--- config.mk ---
export PLATFORM = sky130hd
export DESIGN_NAME = sincos_pos_eval
export DESIGN_NICKNAME = d
export VERILOG_FILES = /design/src/rtl/sincos_pkg.sv /design/src/rtl/sc_corrector.sv /design/src/rtl/sc_quad_counter.sv /design/src/rtl/sc_atan_fine.sv /design/src/rtl/sincos_pos_eval.sv
export SDC_FILE = /design/constraint.sdc
export NUM_CORES = 1
export LEC_CHECK = 0
export BUFFER_PORTS_ARGS = -buffer_cell sky130_fd_sc_hd__buf_2
export CAP_MARGIN = 40
export CELL_PAD_IN_SITES_DETAIL_PLACEMENT = 1
export CELL_PAD_IN_SITES_GLOBAL_PLACEMENT = 2
export CORE_UTILIZATION = 39
export DETAILED_ROUTE_END_ITERATION = 12
export PLACE_DENSITY = 0.84
export SLEW_MARGIN = 20
export SYNTH_ARGS = -nofsm -noshare
export SYNTH_HDL_FRONTEND = slang
export SYNTH_SLANG_ARGS = --single-unit
--- constraint.sdc ---
create_clock -name clk -period 54.4 [get_ports clk]
set_input_delay 10.88 -clock clk [delete_from_list [all_inputs] [get_ports clk]]
set_output_delay 10.88 -clock clk [all_outputs]
set_load 0.005 [all_outputs]
--- src/rtl/sincos_pkg.sv ---
package sincos_pkg;

  typedef enum logic [1:0] {
    STEP_NONE = 2'd0,
    STEP_UP   = 2'd1,
    STEP_DOWN = 2'd2,
    STEP_BAD  = 2'd3
  } qstep_e;

  // level pair (sin>0, cos>0) -> decoder quadrant
  function automatic logic [1:0] level_quadrant(input logic s_pos, input logic c_pos);
    case ({s_pos, c_pos})
      2'b11:   return 2'd0;
      2'b10:   return 2'd1;
      2'b00:   return 2'd2;
      default: return 2'd3;
    endcase
  endfunction

  function automatic qstep_e classify_step(input logic [1:0] prev, input logic [1:0] cur);
    logic [1:0] diff;
    diff = cur - prev;
    case (diff)
      2'd0:    return STEP_NONE;
      2'd1:    return STEP_UP;
      2'd3:    return STEP_DOWN;
      default: return STEP_BAD;
    endcase
  endfunction

  // octant arctangent approximation, scaled so that ratio 1 gives 'half'
  function automatic int unsigned octant_entry(input int unsigned i, input int unsigned idx_w,
                                               input int unsigned half);
    int unsigned n;
    n = 32'd1 << idx_w;
    return (i * half) / n + (89 * half * i * (n - i)) / (256 * n * n);
  endfunction

endpackage

--- src/rtl/sc_corrector.sv ---
module sc_corrector #(
  parameter int ADC_W     = 12,
  parameter int GAIN_W    = 12,
  parameter int GAIN_FRAC = 10
) (
  input  logic                     clk,
  input  logic                     rst_n,
  input  logic                     in_valid_i,
  input  logic signed [ADC_W-1:0]  raw_i,
  input  logic signed [ADC_W-1:0]  off_i,
  input  logic        [GAIN_W-1:0] gain_i,
  output logic signed [ADC_W-1:0]  corr_o
);
  localparam int DW  = ADC_W + 1;
  localparam int PW  = DW + GAIN_W + 1;
  localparam int LIM = (1 << (ADC_W - 1)) - 1;
  localparam logic signed [PW-1:0] LIM_HI = PW'(LIM);
  localparam logic signed [PW-1:0] LIM_LO = -LIM_HI;
  localparam logic [ADC_W-1:0] MOST_NEG = {1'b1, {(ADC_W-1){1'b0}}};

  logic signed [DW-1:0]    diff;
  logic signed [PW-1:0]    prod;
  logic signed [PW-1:0]    scaled;
  logic signed [ADC_W-1:0] corr_d;
  logic signed [ADC_W-1:0] corr_q;

  always_comb begin
    diff   = {raw_i[ADC_W-1], raw_i} - {off_i[ADC_W-1], off_i};
    prod   = diff * $signed({1'b0, gain_i});
    scaled = prod >>> GAIN_FRAC;
    if (scaled > LIM_HI)      corr_d = LIM_HI[ADC_W-1:0];
    else if (scaled < LIM_LO) corr_d = LIM_LO[ADC_W-1:0];
    else                      corr_d = scaled[ADC_W-1:0];
  end

  always_ff @(posedge clk or negedge rst_n) begin
    if (!rst_n)          corr_q <= '0;
    else if (in_valid_i) corr_q <= corr_d;
  end

  assign corr_o = corr_q;

  AST_SAT_SYMMETRIC: assert property (@(posedge clk) disable iff (!rst_n)
    corr_q != MOST_NEG);
  AST_CORR_HOLDS: assert property (@(posedge clk) disable iff (!rst_n)
    !in_valid_i |=> $stable(corr_q));

endmodule

--- src/rtl/sc_quad_counter.sv ---
module sc_quad_counter
  import sincos_pkg::*;
#(
  parameter int PERIODS = 1000,
  parameter int CNT_W   = 12
) (
  input  logic             clk,
  input  logic             rst_n,
  input  logic             step_en_i,
  input  logic             s_pos_i,
  input  logic             c_pos_i,
  output logic [CNT_W-1:0] cnt_o,
  output logic [CNT_W-1:0] cnt_nxt_o,
  output logic             err_o
);
  localparam int unsigned STATES = 4 * PERIODS;
  localparam logic [CNT_W-1:0] CNT_TOP = CNT_W'(STATES - 1);

  logic [1:0]       prev_q;
  logic [1:0]       cur_quad;
  qstep_e           step;
  logic             step_up, step_dn, step_bad;
  logic [CNT_W-1:0] cnt_q, cnt_nxt;
  logic             err_q;

  assign cur_quad = level_quadrant(s_pos_i, c_pos_i);
  assign step     = classify_step(prev_q, cur_quad);
  assign step_up  = step_en_i && (step == STEP_UP);
  assign step_dn  = step_en_i && (step == STEP_DOWN);
  assign step_bad = step_en_i && (step == STEP_BAD);

  always_comb begin
    cnt_nxt = cnt_q;
    if (step_up)      cnt_nxt = (cnt_q == CNT_TOP) ? '0 : cnt_q + 1'b1;
    else if (step_dn) cnt_nxt = (cnt_q == '0) ? CNT_TOP : cnt_q - 1'b1;
  end

  always_ff @(posedge clk or negedge rst_n) begin
    if (!rst_n) begin
      cnt_q  <= '0;
      prev_q <= 2'd0;
      err_q  <= 1'b0;
    end else begin
      cnt_q <= cnt_nxt;
      if (step_en_i) prev_q <= cur_quad;
      if (step_bad)  err_q  <= 1'b1;
    end
  end

  assign cnt_o     = cnt_q;
  assign cnt_nxt_o = cnt_nxt;
  assign err_o     = err_q;

  AST_COUNT_IN_RANGE: assert property (@(posedge clk) disable iff (!rst_n)
    cnt_q <= CNT_TOP);
  AST_LOW_BITS_TRACK: assert property (@(posedge clk) disable iff (!rst_n)
    !err_q |-> (cnt_q[1:0] == prev_q));
  AST_BAD_STEP_HOLDS: assert property (@(posedge clk) disable iff (!rst_n)
    step_bad |=> (cnt_q == $past(cnt_q)) && err_q);
  AST_ERR_STICKY: assert property (@(posedge clk) disable iff (!rst_n)
    err_q |=> err_q);
  AST_COUNT_ONLY_ON_STEP: assert property (@(posedge clk) disable iff (!rst_n)
    !(step_up || step_dn) |=> $stable(cnt_q));

endmodule

--- src/rtl/sc_atan_fine.sv ---
module sc_atan_fine
  import sincos_pkg::*;
#(
  parameter int ADC_W  = 12,
  parameter int FINE_W = 10,
  parameter int IDX_W  = 6
) (
  input  logic signed [ADC_W-1:0] sin_i,
  input  logic signed [ADC_W-1:0] cos_i,
  output logic [1:0]              quad_o,
  output logic [FINE_W-1:0]       fine_o
);
  localparam int unsigned N    = 1 << IDX_W;
  localparam int unsigned HALF = 1 << (FINE_W - 1);
  localparam int NW = ADC_W + IDX_W;
  localparam logic [FINE_W:0]   FULL_V = 1 << FINE_W;
  localparam logic [FINE_W-1:0] FINE_TOP = '1;

  logic [FINE_W-1:0] lut [N+1];

  for (genvar g = 0; g <= N; g++) begin : g_lut
    assign lut[g] = FINE_W'(octant_entry(g, IDX_W, HALF));
  end

  logic [ADC_W-1:0] mag_s, mag_c, x, y;
  logic             s_neg, c_neg, s_zero, c_zero;
  logic [NW-1:0]    num, den, quo;
  logic [IDX_W:0]   idx;
  logic [FINE_W:0]  ext;

  always_comb begin
    s_neg  = sin_i[ADC_W-1];
    c_neg  = cos_i[ADC_W-1];
    s_zero = (sin_i == '0);
    c_zero = (cos_i == '0);
    mag_s  = s_neg ? ADC_W'(-sin_i) : ADC_W'(sin_i);
    mag_c  = c_neg ? ADC_W'(-cos_i) : ADC_W'(cos_i);
    if (!c_neg && !c_zero && !s_neg) begin
      quad_o = 2'd0; x = mag_c; y = mag_s;
    end else if (!s_neg && !s_zero) begin
      quad_o = 2'd1; x = mag_s; y = mag_c;
    end else if (c_neg) begin
      quad_o = 2'd2; x = mag_c; y = mag_s;
    end else if (s_neg) begin
      quad_o = 2'd3; x = mag_s; y = mag_c;
    end else begin
      quad_o = 2'd0; x = '0; y = '0;
    end

    if (y <= x) begin
      num = {y, {IDX_W{1'b0}}};
      den = NW'(x);
    end else begin
      num = {x, {IDX_W{1'b0}}};
      den = NW'(y);
    end
    quo = (den == '0) ? '0 : num / den;
    idx = quo[IDX_W:0];
    ext = FULL_V - {1'b0, lut[idx]};

    if (x == '0)     fine_o = '0;
    else if (y <= x) fine_o = lut[idx];
    else             fine_o = ext[FINE_W] ? FINE_TOP : ext[FINE_W-1:0];
  end

endmodule

--- src/rtl/sincos_pos_eval.sv ---
module sincos_pos_eval
  import sincos_pkg::*;
#(
  parameter int ADC_W     = 12,
  parameter int GAIN_W    = 12,
  parameter int GAIN_FRAC = 10,
  parameter int FINE_W    = 10,
  parameter int IDX_W     = 6,
  parameter int PERIODS   = 1000,
  localparam int CNT_W    = $clog2(4 * PERIODS)
) (
  input  logic                      clk,
  input  logic                      rst_n,
  input  logic                      smp_valid_i,
  input  logic signed [ADC_W-1:0]   sin_raw_i,
  input  logic signed [ADC_W-1:0]   cos_raw_i,
  input  logic signed [ADC_W-1:0]   sin_off_i,
  input  logic signed [ADC_W-1:0]   cos_off_i,
  input  logic        [GAIN_W-1:0]  sin_gain_i,
  input  logic        [GAIN_W-1:0]  cos_gain_i,
  output logic                      pos_valid_o,
  output logic [CNT_W-1:0]          count_o,
  output logic [FINE_W-1:0]         fine_o,
  output logic [CNT_W+FINE_W-1:0]   pos_o,
  output logic                      quad_err_o
);
  localparam logic [FINE_W-1:0] FINE_TOP = '1;

  logic signed [ADC_W-1:0] raw_a  [2];
  logic signed [ADC_W-1:0] off_a  [2];
  logic        [GAIN_W-1:0] gain_a [2];
  logic signed [ADC_W-1:0] corr_a [2];

  assign raw_a[0]  = sin_raw_i;
  assign raw_a[1]  = cos_raw_i;
  assign off_a[0]  = sin_off_i;
  assign off_a[1]  = cos_off_i;
  assign gain_a[0] = sin_gain_i;
  assign gain_a[1] = cos_gain_i;

  for (genvar ch = 0; ch < 2; ch++) begin : g_chan
    sc_corrector #(.ADC_W(ADC_W), .GAIN_W(GAIN_W), .GAIN_FRAC(GAIN_FRAC)) u_corr (
      .clk        (clk),
      .rst_n      (rst_n),
      .in_valid_i (smp_valid_i),
      .raw_i      (raw_a[ch]),
      .off_i      (off_a[ch]),
      .gain_i     (gain_a[ch]),
      .corr_o     (corr_a[ch])
    );
  end

  logic             stage1_q;
  logic             s_pos, c_pos;
  logic [CNT_W-1:0] cnt_q, cnt_nxt;
  logic             err_q;
  logic [1:0]       atan_quad;
  logic [FINE_W-1:0] atan_fine, fine_d, fine_q;
  logic [1:0]       quad_gap;
  logic             clamp_hi;
  logic             pos_valid_q;

  assign s_pos = (corr_a[0] > 0);
  assign c_pos = (corr_a[1] > 0);

  sc_quad_counter #(.PERIODS(PERIODS), .CNT_W(CNT_W)) u_count (
    .clk       (clk),
    .rst_n     (rst_n),
    .step_en_i (stage1_q),
    .s_pos_i   (s_pos),
    .c_pos_i   (c_pos),
    .cnt_o     (cnt_q),
    .cnt_nxt_o (cnt_nxt),
    .err_o     (err_q)
  );

  sc_atan_fine #(.ADC_W(ADC_W), .FINE_W(FINE_W), .IDX_W(IDX_W)) u_atan (
    .sin_i  (corr_a[0]),
    .cos_i  (corr_a[1]),
    .quad_o (atan_quad),
    .fine_o (atan_fine)
  );

  // reconcile the fine angle with the quadrant the counter settles on
  assign quad_gap = atan_quad - cnt_nxt[1:0];
  assign clamp_hi = (quad_gap == 2'd1);

  always_comb begin
    case (quad_gap)
      2'd0:    fine_d = atan_fine;
      2'd1:    fine_d = FINE_TOP;
      default: fine_d = '0;
    endcase
  end

  always_ff @(posedge clk or negedge rst_n) begin
    if (!rst_n) begin
      stage1_q    <= 1'b0;
      pos_valid_q <= 1'b0;
      fine_q      <= '0;
    end else begin
      stage1_q    <= smp_valid_i;
      pos_valid_q <= stage1_q;
      if (stage1_q) fine_q <= fine_d;
    end
  end

  assign pos_valid_o = pos_valid_q;
  assign count_o     = cnt_q;
  assign fine_o      = fine_q;
  assign pos_o       = {cnt_q, fine_q};
  assign quad_err_o  = err_q;

  AST_OUT_LATENCY: assert property (@(posedge clk) disable iff (!rst_n)
    smp_valid_i |-> ##2 pos_valid_o);
  AST_OUT_HOLDS: assert property (@(posedge clk) disable iff (!rst_n)
    !stage1_q |=> $stable(pos_o));
  AST_CLAMP_AHEAD: assert property (@(posedge clk) disable iff (!rst_n)
    (stage1_q && clamp_hi) |=> (fine_o == FINE_TOP));
  AST_VALID_PULSE: assert property (@(posedge clk) disable iff (!rst_n)
    pos_valid_o |=> !pos_valid_o || $past(stage1_q));

endmodule

After elaboration in Yosys (flattened, before gate mapping)
Memory sizes are Yosys's and may differ from the RTL's.
Cells that the tools add are included.
Cells by class
  reduce and logical (&&, ||, !) cells: 19
  multiplexer cells: 33
  bitwise operators: 1
  div/mod/pow operators: 1
  eq/ne operators: 9
  add/sub/neg operators: 9
  multipliers: 2
  $lt $le $gt $ge: 8
Operators by type and width (number)
  $mux W12: 19
  $mul A13 B13 Y26: 2
  $mux W10: 5
  $logic_not A12 Y1: 4
  $gt A16 B12 Y1 const B: 2
  $lt A16 B12 Y1 const B: 2
  $sub A12 B12 Y13: 2
  $gt A12 B1 Y1 const B: 2
  $neg A12 Y12: 2
  $pmux W10 S2: 1
  $div A18 B18 Y18: 1
  $logic_not A18 Y1: 1
  $mux W18: 1
  $add A12 B1 Y12 const B: 1
  $eq A12 B12 Y1 const B: 1
  $le A12 B12 Y1: 1
  $pmux W2 S3: 2
  $sub A12 B1 Y12 const B: 1
  $sub A11 B10 Y11 const A: 1
  $eq A2 B2 Y1 const B: 5
  $ge A8 B8 Y1 const B: 1
  $mux W2: 4
  $not A7 Y8: 1
  $mux W7: 1
  other kinds (6): 19
Storage, ports and cells
  memories kept: 1
  logic and storage cells: 92
  register bits after elaboration: 51
  memory bits (read-only): 1280
  bits of input ports: 75
  output and inout port bits: 46
Memories
  (no name shown): depth 128, bits a word 10, read ports 1, clocked after Yosys merged registers in 0, write ports 0, line sc_atan_fine.sv:59  | ext = FULL_V - {1'b0, lut[idx]};

Longest topological paths before layout
Gate-level depths: netlist (run 1).
  word-level depth: 19
  gate-level depth with buffers: 230
  gate-level depth less buffers: 210

Cells and area by module
Synthesis (run 1) repeated with hierarchy kept, for this count alone.
Unflattened totals
  cell total of the unflattened synthesis: 3706
  area total of the unflattened synthesis: 28708.8 sq um
By module, submodules not included
  sc_atan_fine: seq. area each 0.0 sq um, times used 1, cells an instance 1691, area an instance 11742.5 sq um
  sc_corrector at g_chan[0].u_corr: seq. area each 300.3 sq um, times used 1, cells an instance 907, area an instance 7527.2 sq um
  sc_corrector at g_chan[1].u_corr: seq. area each 300.3 sq um, times used 1, cells an instance 902, area an instance 7504.7 sq um
  sc_quad_counter: seq. area each 375.4 sq um, times used 1, cells an instance 145, area an instance 1221.2 sq um
  sincos_pos_eval: seq. area each 300.3 sq um, times used 1, cells an instance 61, area an instance 713.2 sq um

Worst setup path before layout (run 1)
OpenSTA, ideal clock, no wires.
  path type: register to register
  start: register g_chan[1].u_corr.corr_q[0]
  end: register fine_q[4], in the netlist fine_o[4]
  path buffers: 25
  setup slack: 10796 ps
  data arrival time: 43466 ps
  stages on the path, launching flop included: 222
  required time: 54262 ps
  setup time: 138 ps
  period minus slack after synthesis: 43604 ps
  cell sequence: dfrtp_1 > clkbuf_1 > inv_1 > ha_1 > or4b_1 > buf_2 > o311ai_4 > o211a_2 > inv_2 > clkbuf_1 > o22ai_1 > ha_1 > a21oi_1 > o21ai_0 > a2111oi_0 > a21o_1 > buf_1 > mux2i_1 > (+186 left out) > a221o_1 > a211oi_1 > nand2_1 > a211oi_4 > nor2_1 > ha_1 > buf_1 > o221a_2 > a21boi_0 > o22a_1 > a2111oi_0 > a211oi_2 > ha_1 > o211ai_1 > a21oi_2 > nand4_2 > nor2b_1 > a211oi_1
On the way
  longest elaborated chain between the ends: 19
  elaborated cells between the ends (all ways): 49
  classes of those cells: 4 x add/sub; 1 x div; 2 x order compare; 7 x eq/ne; 22 x mux; 1 x bitwise; 11 x reduce/logical; 1 x memory
RTL lines
  start: declaration: line sc_corrector.sv:25  | logic signed [ADC_W-1:0] corr_q;
  start signal: assignment: line sc_corrector.sv:38  | else if (in_valid_i) corr_q <= corr_d;
  $neg A12 Y12: line sc_atan_fine.sv:37  | mag_c = c_neg ? ADC_W'(-cos_i) : ADC_W'(cos_i);
  $mux W12: line sc_atan_fine.sv:37
  $mux W12: line sc_atan_fine.sv:44  | end else if (s_neg) begin
  $mux W12: line sc_atan_fine.sv:42  | end else if (c_neg) begin
  $mux W12: line sc_atan_fine.sv:40  | end else if (!s_neg && !s_zero) begin
  $mux W12: line sc_atan_fine.sv:38  | if (!c_neg && !c_zero && !s_neg) begin
  $le A12 B12 Y1: line sc_atan_fine.sv:50, sc_atan_fine.sv:62
  $mux W18 or $mux W12 (tied branches): line sc_atan_fine.sv:50  | if (y <= x) begin
  (+2 left out)
  $not A7 Y8 (implied by the code): line sc_atan_fine.sv:59, sc_atan_fine.sv:62
  $mem_v2 Z128 W10
  $mux W10 (implied by the code) (2 in a row): line sc_atan_fine.sv:59
  $sub A11 B10 Y11: line sc_atan_fine.sv:59
  $mux W10: line sc_atan_fine.sv:63  | else fine_o = ext[FINE_W] ? FINE_TOP : ext[FINE_W-1:0];
  $mux W10: line sc_atan_fine.sv:62  | else if (y <= x) fine_o = lut[idx];
  $mux W10: line sc_atan_fine.sv:61  | if (x == '0) fine_o = '0;
  $pmux W10 S2 (*): line sincos_pos_eval.sv:89  | case (quad_gap)
  end signal: assignment: line sincos_pos_eval.sv:104  | if (stage1_q) fine_q <= fine_d;
  end: declaration: line sincos_pos_eval.sv:58  | logic [FINE_W-1:0] atan_fine, fine_d, fine_q;
Every way passes the cells marked *; elsewhere a longest branch is shown, timed or not. The select of a mux whose other input is x is not followed.
A chain may end at the register's enable or synchronous reset.

Worst setup path in the final report (run 1)
  start: register g_chan[1].u_corr.corr_q[0]
  end: register fine_q[5], in the netlist fine_o[5]
Same word-level chain as after synthesis.

==> results of run 1 <==
## kinds of logic (layout without fill, tap and decap cells)
kind of cell | Yosys count | in the layout | share of synthesized area, %
simple gates | 1128 | 1129 | 20.76
compound gates | 811 | 811 | 20.92
fa+ha+maj | 603 | 603 | 36.83
buf+inv | 590 | 630 | 8.746
xor+xnor | 170 | 170 | 5.611
mux | 57 | 57 | 2.320
flops | 51 | 51 | 4.809
## registers in the layout, summed over array words and instances (netlist names)
signal	flops
fine_o	10
g_chan.u_corr.corr_o	24
pos_valid_o	1
stage1_q	1
u_count.cnt_o	12
u_count.err_o	1
u_count.prev_q	2
## per-layer routing
layer	share of wire, %	vias to the layer above	wire [um]	track usage, %
met3	2.3	122	1937	1.096
met4	2.6	0	2217	6.654
met1	45	12550	38370	31.55
met5	0	-	0	0
li1	-	11740	-	-
met2	50	415	42060	44.11
## area by class of cell
type	count	area (um2)	share of cell area [%]
clock buffers	5	125.1	0.4425
well taps	873	1092	3.863
clock inverters	3	46.29	0.1637
inverters	436	1637	5.788
multi-input cells	2770	23000	81.32
flip-flops and latches	51	1276	4.513
repair buffers	186	1105	3.907
## cell usage after synthesis (15+ instances only)
cell and number:
nor4_1 15, and3_1 21, inv_1 432, nand2_1 360, nand3_1 44, nor3_1 88
and2_1 155, o22ai_1 15, a21o_1 72, a211oi_1 23, xor2_1 76, nand4_1 29
nand2b_1 30, o31ai_1 35, mux2i_1 34, a31oi_1 31, nor2_1 257, nor2b_1 42
clkbuf_1 111, dfrtp_1 51, a21oi_1 208, o21bai_1 18, buf_4 23, o21ai_0 125
o211ai_1 30, o21a_1 65, mux2_2 20, ha_1 306, xnor2_1 94, or3_1 26
fa_1 297
## what timing repair did
action,4_1_cts,5_1_grt
resized for setup,0,4
setup endpoints to repair,0,10
setup buffers,0,2
hold endpoints to repair,0,0
## worst max path at each step
stage / startpoint / end
floorplan: g_chan[1].u_corr.corr_o[0]$_DFFE_PN0P_ / fine_o[4]$_DFFE_PN0P_
global placement: g_chan[1].u_corr.corr_o[0]$_DFFE_PN0P_ / fine_o[5]$_DFFE_PN0P_
detailed placement: g_chan[1].u_corr.corr_o[0]$_DFFE_PN0P_ / fine_o[6]$_DFFE_PN0P_
CTS: g_chan[1].u_corr.corr_o[0]$_DFFE_PN0P_ / fine_o[6]$_DFFE_PN0P_
global route: g_chan[1].u_corr.corr_o[0]$_DFFE_PN0P_ / fine_o[6]$_DFFE_PN0P_
finish: g_chan[1].u_corr.corr_o[0]$_DFFE_PN0P_ / fine_o[5]$_DFFE_PN0P_
## worst max-delay path: cells and delay by family, from the launching register on
| kind | cells | cell delay, ps |
|---|---|---|
| and+or+nand+nor | 57 | 13030 |
| AOI/OAI and AO/OA | 111 | 25350 |
| DFF | 1 | 480 |
| muxes | 5 | 1520 |
| adders and majority gates | 21 | 6310 |
| buffers and inverters | 13 | 3020 |
## stage by stage
step                      worst slack [ps]  hold slack (ps)  instance area [um2]  cells  utilization [%]
after floorplan                      10800            444.1                26540   3410                -
after global placement                5773            445.4                27990   4303            41.60
after detailed placement              3811            468.6                28030   4308            41.67
after CTS                             3663            486.9                28200   4316            41.92
after global routing                 41.58            494.5                28280   4324            42.03
final                                 4459            476.5                28280   4324            42.03
==> insert_results.sql, run 1 <==
INSERT INTO impl_metrics (metric_group, metric, value, unit) VALUES
('cells_and_area', 'layout.cells.most_common', 'inv_1', ''),
('worst_hold_path', 'worstHoldPathType', 'flop to flop', ''),
('cts', 'tritoncts_clock_tree', 'built', ''),
('cells_and_area', 'mostFrequentLayoutCells', 'inv_1, nand2_1, ha_1', ''),
('logic_synthesis', 'ys_top_cells_by_area', 'fa_1, ha_1, inv_1', ''),
('die', 'chipWidth', '262.9', 'um'),
('die', 'starting_utilization_of_the_core_area', '39.45', '%'),
('logic_synthesis', 'synth_edf_count', '0', ''),
('logic_synthesis', 'synth.avg_cell_area', '7.782', 'um2'),
('sta', 'fmax', '20.02', 'MHz'),
('job', 'max-cap-violations', '0', ''),
('cts', 'post_cts_hold_buffer_count', '0', ''),
('logic_synthesis', 'register_bit_count_reported_by_yosys', '51', ''),
('sta', 'tns', '0', 'ps'),
('sta', 'layout_worst_path_cycle_share', '91.80', '%'),
('sta', 'worst_slew_margin_rel', '37.88', '%'),
('sta', 'actual_slew_at_the_worst_max_slew_pin', '908.3', 'ps'),
('sta', 'clock_skew', '13.41', 'ps'),
('global_route', 'antenna_found_initial', '0', ''),
('die', 'design.core.area', '0.06728', 'mm2'),
('sta', 'rsz_0062_raised_after_global_routing', 'false', ''),
('sta', 'period_needed', '49940', 'ps'),
('setup_path', 'worst_setup_path_end_kind', 'flop', ''),
('setup_path', 'timing.setup.critical_path_class', 'flop to flop', ''),
('status', 'outcome', 'complete, no violations', ''),
('sta', 'timing_max_transition_violations_final', '0', ''),
('die', 'floorplan.die_area', '0.06909', 'mm2'),
('cts', 'num_clock_sinks', '51', ''),
('logic_synthesis', 'synth_flop_cell', 'dfrtp_1', ''),
('logic_synthesis', 'synth.cell_area', '0.02654', 'mm2'),
('logic_synthesis', 'synth_sequential_area_ratio', '4.809', '%'),
('setup_path', 'crit-reg2reg-capture', 'fine_o[5]$_DFFE_PN0P_', ''),
('setup_path', 'timing.critical_path.arrival', '50160', 'ps'),
('drt', 'routed_vias_inst', '5.741', ''),
('setup_path', 'r2r_start', 'g_chan[1].u_corr.corr_o[0]$_DFFE_PN0P_', ''),
('drt', 'detail_route.wirelength', '84590', 'um'),
('drt', 'route.detailed.wl_per_inst', '19.56', 'um'),
('setup_path', 'crit_path_max_fanout', '24', ''),
('logic_synthesis', 'netlist_instances', '3410', ''),
('cts', 'clock_path_buffers', '2', ''),
('setup_path', 'timing.critical_path.required', '54620', 'ps'),
('setup_path', 'cp-start-kind', 'flop', ''),
('cells_and_area', 'syn_to_final_growth', '6.553', '%'),
('drt', 'vias', '24830', ''),
('place', 'hpwl_detailed', '69910', 'um'),
('logic_synthesis', 'async_flop_share', '100.0', '%'),
('worst_hold_path', 'hold_crit_endpoint', 'u_count.err_o$_DFFE_PN0P_', ''),
('die', 'io_pins', '121', ''),
('global_route', 'gr-total-overflow', '0', ''),
('drt', 'detail_route.first_pass.iterations', '5', ''),
('place', 'portBuffers', '120', ''),
('setup_path', 'r2r_cells', '207', ''),
('sta', 'final_setup_violating_endpoints', '0', ''),
('sta', 'timing_hold_violations_final', '0', ''),
('logic_synthesis', 'yosysWarningCount', '0', ''),
('die', 'die_height', '262.9', 'um'),
('die', 'num_rows', '95', ''),
('cts', 'clock-root-buffer', 'clkbuf_16', ''),
('global_route', 'first_global_vias', '26540', ''),
('cts', 'cts.clk_slew.worst_paths', '80', 'ps'),
('logic_synthesis', 'netlist-cell-type-count', '107', ''),
('drt', 'final_antenna_net_count', '0', ''),
('cells_and_area', 'final_nets', '4128', ''),
('drt', 'route.detailed.drc', '0', ''),
('drt', 'dr.first_iter.drc_count', '1192', ''),
('logic_synthesis', 'synthesis.nets', '4088', ''),
('cells_and_area', 'drive_above_1_share', '8.461', '%'),
('logic_synthesis', 'synth_largest_type_area_fraction', '22.40', '%'),
('cells_and_area', 'filler_cell_count', '8362', ''),
('logic_synthesis', 'synth.largest_area_cell', 'fa_1', ''),
('place', 'gpl.final_weighted_congestion', '0.9217', ''),
('cts', 'clk_latency', '310', 'ps'),
('cts', 'cts_made_buffers', '5', ''),
('worst_hold_path', 'holdPathStages', '1', ''),
('global_route', 'grt_start_max_net_pins', '52', ''),
('setup_path', 'crit_path_top_delay_cell', 'o41ai_1', ''),
('global_route', 'grt_first_pass_wirelength', '138900', 'um'),
('setup_path', 'reg2reg_setup_slack', '4460', 'ps'),
('cells_and_area', 'n_antenna_cell', '0', ''),
('cts', 'cts-htree-levels', '2', ''),
('global_route', 'grtUsageTotal', '24.40', '%'),
('setup_path', 'slowest_delay', '620', 'ps'),
('worst_hold_path', 'hp-start', 'u_count.err_o$_DFFE_PN0P_', '');
Power of run 1 is left out: the tool's default activity adds up to more than one toggle a clock period on the data nets, which glitch-free logic cannot reach.
==> inputs of run 2 (changes only) <==
- clock period: 54.4 -> 48 ns (I/O delays scaled with it)
==> insert_results.sql, run 2 (synthesis gave the netlist of run 1 again) <==
INSERT INTO impl_metrics (metric_group, metric, value, unit) VALUES
('cells_and_area', 'n_antenna_cell', '0', ''),
('place', 'gpl.final_weighted_congestion', '0.9703', ''),
('place', 'place_worst_setup_slack', '-725.7', 'ps'),
('sta', 'timing_hold_violations_final', '0', ''),
('die', 'floorplan.die_area', '0.06909', 'mm2'),
('cells_and_area', 'syn_to_final_growth', '7.817', '%'),
('global_route', 'top_usage_layer', 'met2', ''),
('cts', 'post_cts_hold_buffer_count', '0', ''),
('global_route', 'antenna_found_initial', '0', ''),
('cells_and_area', 'mostFrequentLayoutCells', 'inv_1, nand2_1, ha_1', ''),
('global_route', 'grt_util_met1', '31.82', '%'),
('setup_path', 'worst_setup_path_end_kind', 'flop', ''),
('sta', 'timing_max_transition_violations_final', '0', ''),
('cts', 'cts-htree-levels', '2', ''),
('drt', 'dr.first_iter.drc_count', '1347', ''),
('cells_and_area', 'layout.cells.most_common', 'inv_1', ''),
('sta', 'layout_worst_path_cycle_share', '93.39', '%'),
('status', 'outcome', 'complete, no violations', ''),
('die', 'num_rows', '95', ''),
('sta', 'final_setup_violating_endpoints', '0', ''),
('global_route', 'grtUsageMet3', '0.9183', '%'),
('cts', 'clock-root-buffer', 'clkbuf_16', ''),
('place', 'number_of_placed_cells_counting_well_taps', '4314', ''),
('die', 'design.core.area', '0.06728', 'mm2'),
('place', 'portBuffers', '120', ''),
('drt', 'route.detailed.drc', '0', ''),
('drt', 'vias', '25030', ''),
('drt', 'detail_route.first_pass.iterations', '5', ''),
('cells_and_area', 'filler_cell_count', '8273', ''),
('setup_path', 'timing.setup.critical_path_class', 'flop to flop', ''),
('cts', 'cts_made_buffers', '5', ''),
('cts', 'num_clock_sinks', '51', ''),
('setup_path', 'crit_path_top_delay_cell', 'or4_4', ''),
('cells_and_area', 'largest_register_ff_count', '24', ''),
('drt', 'detail_route.wirelength', '86850', 'um'),
('sta', 'worst_slew_margin_rel', '39.50', '%'),
('die', 'io_pins', '121', ''),
('cells_and_area', 'drive_above_1_share', '9.847', '%'),
('sta', 'setup_ws', '3171', 'ps'),
('die', 'chipWidth', '262.9', 'um'),
('sta', 'period_needed', '44830', 'ps'),
('setup_path', 'cp-start-kind', 'flop', ''),
('setup_path', 'crit_path_max_fanout', '22', ''),
('die', 'die_height', '262.9', 'um'),
('cells_and_area', 'final_cells', '4346', ''),
('cts', 'tritoncts_clock_tree', 'built', ''),
('global_route', 'first_global_vias', '26830', ''),
('cells_and_area', 'final_nets', '4150', ''),
('sta', 'clock_skew', '15.88', 'ps'),
('cts', 'cts.clk_slew.worst_paths', '80', 'ps'),
('sta', 'fmax', '22.31', 'MHz'),
('setup_path', 'most_frequent_cell_on_critical_path', 'ha_1', ''),
('worst_hold_path', 'worstHoldPathType', 'flop to flop', ''),
('place', 'hpwl_detailed', '71540', 'um'),
('cts', 'clk_latency', '310', 'ps'),
('global_route', 'grtUsageMet2', '45.24', '%'),
('global_route', 'grt_first_pass_wirelength', '140800', 'um'),
('setup_path', 'slowest_delay', '600', 'ps'),
('job', 'max-cap-violations', '0', ''),
('drt', 'routed_vias_inst', '5.759', ''),
('die', 'starting_utilization_of_the_core_area', '39.45', '%'),
('cells_and_area', 'post-route-util', '42.53', '%'),
('global_route', 'grt_start_max_net_pins', '52', ''),
('global_route', 'grtUsageTotal', '24.71', '%'),
('drt', 'route.detailed.wl_per_inst', '19.98', 'um'),
('setup_path', 'timing.critical_path.required', '48170', 'ps'),
('sta', 'tns', '0', 'ps'),
('setup_path', 'timing.critical_path.arrival', '45000', 'ps'),
('cts', 'clock_path_buffers', '2', ''),
('sta', 'actual_slew_at_the_worst_max_slew_pin', '899.8', 'ps'),
('drt', 'final_antenna_net_count', '0', ''),
('global_route', 'gr-total-overflow', '0', '');
run 2: changes by cell type in the layout (fill, tap and decap cells not counted), sizes merged:
| cell | delta |
|---|---|
| clkinvlp | +1 |
| buf | +23 |
| a311o | +1 |
| clkbuf | -1 |
| bufinv | -1 |
| nor2 | -1 |
run 2: path summary, 6_finish.rpt:
check	from	to	slack, ps	depth (start not counted)
worst max register to register	g_chan[1].u_corr.corr_o[0]$_DFFE_PN0P_	fine_o[5]$_DFFE_PN0P_	3170	202
worst min-delay path	u_count.err_o$_DFFE_PN0P_	u_count.err_o$_DFFE_PN0P_	480	1
max in group asynchronous	rst_n	g_chan[0].u_corr.corr_o[0]$_DFFE_PN0P_	38110	2
min in group asynchronous	rst_n	fine_o[7]$_DFFE_PN0P_	9410	2
worst min register to register	u_count.err_o$_DFFE_PN0P_	u_count.err_o$_DFFE_PN0P_	480	1
worst max-delay path	g_chan[1].u_corr.corr_o[0]$_DFFE_PN0P_	fine_o[5]$_DFFE_PN0P_	3170	202
run 2: repair_timing:
action	in CTS	in global routing
buffers inserted	0	21
pin swaps	0	9
cloned	0	1
endpoints found under the setup margin	10	10
resized for setup	5	43
run 2: worst max-delay path: cells and delay by family (launching register included):
family / cells / cell delay [ps]
AOI/OAI and AO/OA: 104 / 21540
adders and majority gates: 21 / 6490
buffers and inverters: 10 / 2040
DFF: 1 / 490
muxes: 4 / 1070
and+or+nand+nor: 63 / 12990
run 2: final cells by class:
cell class | count | area, um2 | area share (%)
Multi-Input combinational cell | 2770 | 23190 | 81.05
Inverter | 436 | 1640 | 5.733
Sequential cell | 51 | 1276 | 4.460
Timing Repair Buffer | 208 | 1260 | 4.404
Tap cell | 873 | 1092 | 3.818
Clock buffer | 5 | 125.1 | 0.4373
Clock inverter | 3 | 27.53 | 0.09620
run 2: through the flow:
step,area [um2],hold slack (ps)
floorplan,26540,444.1
global placement,28020,454.2
detailed placement,28060,470.2
CTS,28230,488.7
global route,28610,515.6
finish,28610,479.9
run 2: metal layers:
layer	part of all wire [%]	up-vias
met5	0	-
met4	2.2	0
met3	2.4	114
met2	51	453
met1	45	12690
li1	-	11770
Power of run 2 is left out for the same reason.
